File: config.mk
export PLATFORM = sky130hd
export DESIGN_NAME = wdog_timer
export DESIGN_NICKNAME = d
export VERILOG_FILES = /design/src/rtl/wdog_pkg.sv /design/src/rtl/wdog_feed.sv /design/src/rtl/wdog_count.sv /design/src/rtl/wdog_ctrl.sv /design/src/rtl/wdog_timer.sv
export SDC_FILE = /design/constraint.sdc
export NUM_CORES = 1
export LEC_CHECK = 0
export BUFFER_PORTS_ARGS = -buffer_cell sky130_fd_sc_hd__buf_2
export CORE_ASPECT_RATIO = 0.8
export CORE_MARGIN = 2
export CORE_UTILIZATION = 51
export CTS_BUF_LIST = sky130_fd_sc_hd__clkbuf_16
export CTS_CLUSTER_SIZE = 14
export DETAILED_ROUTE_END_ITERATION = 7
export GPL_TIMING_DRIVEN = 0
export PLACE_DENSITY = 0.77
export SLEW_MARGIN = 25
export SYNTH_ARGS = -nofsm -noshare
export SYNTH_HDL_FRONTEND = slang
export SYNTH_SLANG_ARGS = --single-unit
File: constraint.sdc
create_clock -name clk -period 2.4 [get_ports clk]
set_clock_uncertainty 0.05 [all_clocks]
set_input_delay 0.24 -clock clk [delete_from_list [all_inputs] [get_ports clk]]
set_output_delay 0.24 -clock clk [all_outputs]
set_load 0.05 [all_outputs]
File: src/rtl/wdog_pkg.sv
`timescale 1ns/1ps
package wdog_pkg;
  localparam logic [1:0] A_MODE  = 2'd0;
  localparam logic [1:0] A_CONST = 2'd1;
  localparam logic [1:0] A_FEED  = 2'd2;
  localparam logic [1:0] A_COUNT = 2'd3;

  typedef struct packed {
    logic int_f;   // bit 3
    logic to_f;    // bit 2
    logic rst_on;  // bit 1
    logic run_on;  // bit 0
  } mode_t;

  function automatic logic [31:0] floor_const(input logic [31:0] v, input logic [31:0] lo);
    return (v < lo) ? lo : v;
  endfunction

  function automatic logic [31:0] mode_word(input mode_t m);
    return {28'd0, m};
  endfunction
endpackage

File: src/rtl/wdog_feed.sv
`timescale 1ns/1ps
module wdog_feed #(
  parameter int          DW   = 32,
  parameter logic [31:0] KEY1 = 32'hAA,
  parameter logic [31:0] KEY2 = 32'h55
) (
  input  logic          clk,
  input  logic          rst_n,
  input  logic          wd_rst,
  input  logic          wr_any,
  input  logic          wr_feed,
  input  logic [DW-1:0] wdata,
  input  logic          enabled,
  output logic          feed_ok
);
  logic armed_q;

  assign feed_ok = wr_feed && armed_q && enabled && (wdata == KEY2[DW-1:0]);

  always_ff @(posedge clk) begin
    if (!rst_n || wd_rst)
      armed_q <= 1'b0;
    else if (wr_any)
      armed_q <= wr_feed && (wdata == KEY1[DW-1:0]);
  end
endmodule

File: src/rtl/wdog_count.sv
`timescale 1ns/1ps
module wdog_count #(
  parameter int          DW      = 32,
  parameter int          PRE_DIV = 4,
  parameter logic [31:0] RST_VAL = 32'hFF
) (
  input  logic          clk,
  input  logic          rst_n,
  input  logic          wd_rst,
  input  logic          load,
  input  logic [DW-1:0] load_val,
  output logic [DW-1:0] cnt,
  output logic          tick,
  output logic          uflow
);
  localparam int PW = (PRE_DIV > 1) ? $clog2(PRE_DIV) : 1;
  localparam logic [PW-1:0] PRE_LAST = PW'(PRE_DIV - 1);

  logic [PW-1:0] pre_q;
  logic          run_q;

  assign tick  = run_q && (pre_q == PRE_LAST);
  assign uflow = tick && (cnt == '0);

  always_ff @(posedge clk) begin
    if (!rst_n || wd_rst) begin
      cnt   <= RST_VAL[DW-1:0];
      run_q <= 1'b0;
      pre_q <= '0;
    end else if (load) begin
      cnt   <= load_val;
      run_q <= 1'b1;
      pre_q <= '0;
    end else if (uflow) begin
      run_q <= 1'b0;
      pre_q <= '0;
    end else if (tick) begin
      pre_q <= '0;
      cnt   <= cnt - 1'b1;
    end else if (run_q) begin
      pre_q <= pre_q + 1'b1;
    end
  end
endmodule

File: src/rtl/wdog_ctrl.sv
`timescale 1ns/1ps
module wdog_ctrl
  import wdog_pkg::*;
#(
  parameter int          DW     = 32,
  parameter logic [31:0] MIN_TC = 32'hFF
) (
  input  logic          clk,
  input  logic          rst_n,
  input  logic          wd_rst,
  input  logic          wr_mode,
  input  logic          wr_const,
  input  logic [DW-1:0] wdata,
  input  logic          uflow,
  output mode_t         mode,
  output logic [DW-1:0] tconst
);
  always_ff @(posedge clk) begin
    if (!rst_n) begin
      mode   <= '0;
      tconst <= MIN_TC[DW-1:0];
    end else if (wd_rst) begin
      mode.run_on <= 1'b0;
      mode.rst_on <= 1'b0;
      mode.int_f  <= 1'b0;
      mode.to_f   <= 1'b1;
      tconst      <= MIN_TC[DW-1:0];
    end else begin
      if (wr_mode) begin
        if (wdata[0]) mode.run_on <= 1'b1;
        if (wdata[1]) mode.rst_on <= 1'b1;
        if (!wdata[2]) mode.to_f  <= 1'b0;
      end
      if (uflow) begin
        mode.to_f  <= 1'b1;
        mode.int_f <= 1'b1;
      end
      if (wr_const)
        tconst <= DW'(floor_const(32'(wdata), MIN_TC));
    end
  end
endmodule

File: src/rtl/wdog_timer.sv
`timescale 1ns/1ps
module wdog_timer
  import wdog_pkg::*;
#(
  parameter int          DW      = 32,
  parameter int          PRE_DIV = 4,
  parameter logic [31:0] MIN_TC  = 32'hFF
) (
  input  logic          clk,
  input  logic          rst_n,
  input  logic          wr_en,
  input  logic [1:0]    addr,
  input  logic [DW-1:0] wdata,
  output logic [DW-1:0] rdata,
  output logic          irq,
  output logic          rst_req
);
  mode_t         mode_q;
  logic [DW-1:0] tc_w;
  logic [DW-1:0] cnt_w;
  logic          tick_w;
  logic          uf_w;
  logic          feed_w;
  logic          wd_rst_w;
  logic          en_w;
  logic          rsten_w;
  logic          tof_w;
  logic          int_w;
  logic          rst_req_q;

  assign en_w     = mode_q.run_on;
  assign rsten_w  = mode_q.rst_on;
  assign tof_w    = mode_q.to_f;
  assign int_w    = mode_q.int_f;
  assign wd_rst_w = uf_w && rsten_w;

  wdog_ctrl #(.DW(DW), .MIN_TC(MIN_TC)) u_ctrl (
    .clk(clk), .rst_n(rst_n), .wd_rst(wd_rst_w),
    .wr_mode(wr_en && addr == A_MODE),
    .wr_const(wr_en && addr == A_CONST),
    .wdata(wdata), .uflow(uf_w), .mode(mode_q), .tconst(tc_w)
  );

  wdog_feed #(.DW(DW)) u_feed (
    .clk(clk), .rst_n(rst_n), .wd_rst(wd_rst_w),
    .wr_any(wr_en), .wr_feed(wr_en && addr == A_FEED),
    .wdata(wdata), .enabled(en_w), .feed_ok(feed_w)
  );

  wdog_count #(.DW(DW), .PRE_DIV(PRE_DIV), .RST_VAL(MIN_TC)) u_count (
    .clk(clk), .rst_n(rst_n), .wd_rst(wd_rst_w),
    .load(feed_w), .load_val(tc_w),
    .cnt(cnt_w), .tick(tick_w), .uflow(uf_w)
  );

  always_ff @(posedge clk) begin
    if (!rst_n) rst_req_q <= 1'b0;
    else        rst_req_q <= wd_rst_w;
  end

  always_comb begin
    case (addr)
      A_MODE:  rdata = DW'(mode_word(mode_q));
      A_CONST: rdata = tc_w;
      A_COUNT: rdata = cnt_w;
      default: rdata = '0;
    endcase
  end

  assign irq     = int_w && en_w;
  assign rst_req = rst_req_q;
endmodule

==> results.toml <==
[floorplanning]
io-pin-count = 71
fp.coreArea_um2 = 7840
vertical_die_dimension_um = 84.0
die-width_um = 104
die_area_um2 = 8740
fp-row-count = 29
start_util_pct = 52.1

[cts]
clock_tree_from_tritoncts = "yes"
cts.sinks = 73
clockBufferDepth = 2
worst_skew_pair.late_latency_ns = 0.34
clk_root_buffer_cell = "clkbuf_16"
clk_transition_reported_paths_ns = 0.06
holdBufCountCts = 0
cts_inserted_buffers = 9
ctsHtreeMaxLevel = 3

[grt]
grt_first_pass_wirelength_um = 20600
grt_start_max_net_pins = 14
global_route_overflow = 0
grt_pass1_vias = 4090
grt_antenna_before_repair = 0
global_route.usage.total_pct = 30.0

[place]
routabilityCongestion = 0.947
detailedPlacementHpwl_um = 9090
io_buffer_count = 70
post_placement_cell_count = 698
place_area_um2 = 4610

[detailed_routing]
vias = 4437
routed_wl_um = 13300
dr.first_iter.drc_count = 409
viasPerCell = 6.07
drc = 0
drt_first_pass_iters = 5
avgRoutedWirePerCell_um = 18.2
ant_nets = 0

[setup_path]
critical_path.endpoint_type = "register"
worst_path_max_delay_cell = "or4_4"
crit_required_ns = 2.58
worst-setup-path-type = "register to register"
crit_path_cell_trace = "or4_4 > or4_4 > buf_6 > nor4_4 > a21bo_2 > buf_6 > a31oi_1 > o21a_1"
crit_arrival_ns = 2.86
setup.worst_path.start_class = "register"
crit_path_max_fanout = 4
cpPeakStageDelay_ns = 0.56

[sta]
max_freq_ghz = 0.373
tightestPinTransition_ns = 0.717
hold_viol_final = 0
finalWorstSetupSlack_ns = -0.281
finalMaxSlewViolations = 0
rsz_0062_raised_after_global_routing = "yes"
finalWorstPathRequiredPeriod_ns = 2.68
fin_crit_sh_pct = 112
slew_headroom_pct = 52.2
setup_violators_final = 69

[final_layout]
postLayoutCoreUtil_pct = 66.6
final-instance-count-excl-fill = 731
num-nets-final = 658
area_growth_syn_to_layout_pct = 27.9
antenna_cells_inserted = 0
finish.instance_area_um2 = 5220
drive_above_1_share_pct = 25.4

[power]
power_density_nw_per_um2 = 536
static-leakage-power_nw = 2.08
max-vdd-ir-drop_v = 0.000339

[synth]
synth_largest_area_cell = "dfxtp_1"
netlist-cell-type-count = 54
async_flop_share_pct = 0
synth.top_cells.by_area = "dfxtp_1 (36%), mux2i_1 (8.3%), nand2_1 (7.7%)"
area_fraction_of_the_dominant_cell_type_after_synthesis_pct = 35.8
yosys_most_used_dff = "dfxtp_1"
syn_inst = 520
synth.net_count = 559
avgSynthCellArea_um2 = 7.85
number_of_flops_mapped_to_enable_cells_by_yosys = 0
synth-seq-area-share_pct = 35.8
mapped_cell_area_um2 = 4080
number_of_synthesized_register_bits = 73
synth_warnings = 0

[outcome]
failed_checks = "setup timing"
outcome = "finished with violations"

[job]
max_cap_violations = 0

[hold_path]
min-delay-path-class = "input pin to register"
## metrics by stage
| step | setup WS (ns) | TNS [ns] | hold WS [ns] | total power [W] |
|---|---|---|---|---|
| floorplan | -0.177 | -1.57 | 0.318 | 0.00144 |
| global placement | -0.401 | -20.96 | 0.411 | 0.00154 |
| detailed placement | -0.423 | -22.07 | 0.422 | 0.00154 |
| global route | -0.334 | -18.32 | 0.0930 | 0.00286 |
| finish | -0.281 | -14.48 | 0.0874 | 0.00280 |
| CTS | -0.243 | -9.87 | 0.0953 | 0.00277 |
## cell usage after synthesis, drive strengths merged (2+ instances only)
cell    instances
nand2          84
dfxtp          73
a21oi          52
o21ai          45
mux2i          34
nor2           30
nor2b          30
clkbuf         24
nor4           17
nand3          14
nor3           13
xor2           12
buf            11
or4            10
xnor2          10
or3             7
and3            6
nand2b          6
inv             4
nand3b          3
nand4           3
nor4bb          3
a21o            2
and2            2
ha              2
nor3b           2
o211ai          2
o21a            2
o41ai           2
## what timing repair did
item | in CTS | in global routing
setup endpoints to repair | 89 | 72
hold endpoints to repair | 0 | 0
gates resized for setup | 30 | 17
pin swaps | 9 | 6
setup buffers | 12 | 6
cloned | 4 | 1
## layout by cell type, fill, tap and decap left out, drive strengths merged, types with 2 or more instances in the layout
cell,Yosys,layout
clkinv,0,4
o41ai,2,2
xnor2,10,10
o211ai,2,2
and3,6,6
clkinvlp,0,2
nor4,17,17
or3,7,7
and2,2,2
buf,11,97
nand3b,3,3
a21oi,52,52
o21ai,45,45
clkbuf,24,35
nor3,13,13
ha,2,2
o21a,2,2
nor2,30,30
nor3b,2,2
or4,10,10
xor2,12,12
a21o,2,2
nor2b,30,30
nand3,14,14
nand4,3,3
nor4bb,3,3
nand2b,6,6
dfxtp,73,73
nand2,84,84
mux2i,34,34
inv,4,4
## path summary, 6_finish.rpt
kind                                                      from                              to  slack, ns  cells after the start
worst max-delay path              u_count.cnt[13]$_SDFFE_PP0P_     u_count.cnt[8]$_SDFFE_PP0P_      -0.28                      8
worst min-delay path                                 wdata[24]  u_ctrl.tconst[24]$_SDFFE_PP0P_       0.09                      3
worst max register to register    u_count.cnt[13]$_SDFFE_PP0P_     u_count.cnt[8]$_SDFFE_PP0P_      -0.28                      8
worst min register to register  u_ctrl.tconst[12]$_SDFFE_PP0P_  u_ctrl.tconst[12]$_SDFFE_PP0P_       0.43                      2
## layer usage
| layer | global-route usage (%) | wire, µm | vias to the layer above |
|---|---|---|---|
| met2 | 45.3 | 5880 | 271 |
| met3 | 7.26 | 1430 | 64 |
| li1 | - | - | 2036 |
| met4 | 13.9 | 527 | 0 |
| met1 | 40.5 | 5490 | 2066 |
| met5 | 0 | 0 | - |
## state kept, by name, summed over array words and instances (netlist names)
name	cells
u_count.cnt	32
rst_req	1
u_ctrl.mode	4
u_ctrl.tconst	32
u_feed.armed_q	1
u_count.run_q	1
u_count.pre_q	2
## area by class of cell
| type | count | area [µm²] |
|---|---|---|
| fillers | 637 | 2620 |
| repair buffers | 91 | 557 |
| clock inverters | 6 | 46.3 |
| multi-input cells | 408 | 2570 |
| plain buffers | 32 | 203 |
| well taps | 108 | 135 |
| inverters | 4 | 15.0 |
| clock buffers | 9 | 225 |
| flip-flops and latches | 73 | 1470 |
## report_power, final
group | switching (W) | internal (W) | total [W]
Sequential | 0.0000222 | 0.00123 | 0.00125
Clock | 0.000552 | 0.000697 | 0.00125
Combinational | 0.000184 | 0.000112 | 0.000297
Total | 0.000759 | 0.00204 | 0.00280
## kinds of logic (layout without fill, tap and decap cells)
| group | after synthesis | count (layout) | share of synthesized area, % |
|---|---|---|---|
| simple gates | 235 | 235 | 30.2 |
| buf+inv | 39 | 142 | 4.23 |
| fa+ha+maj | 2 | 2 | 0.613 |
| compound gates | 115 | 115 | 15.9 |
| xor+xnor | 22 | 22 | 4.91 |
| flops | 73 | 73 | 35.8 |
| mux | 34 | 34 | 8.34 |
## critical path: cells and delay by family, from the launching register on
| family | cells | cell delay, ns |
|---|---|---|
| and+or+nand+nor | 3 | 1.45 |
| AOI/OAI and AO/OA | 3 | 0.44 |
| DFF | 1 | 0.32 |
| buffers and inverters | 2 | 0.30 |
Power figures use the tool's default switching activity.
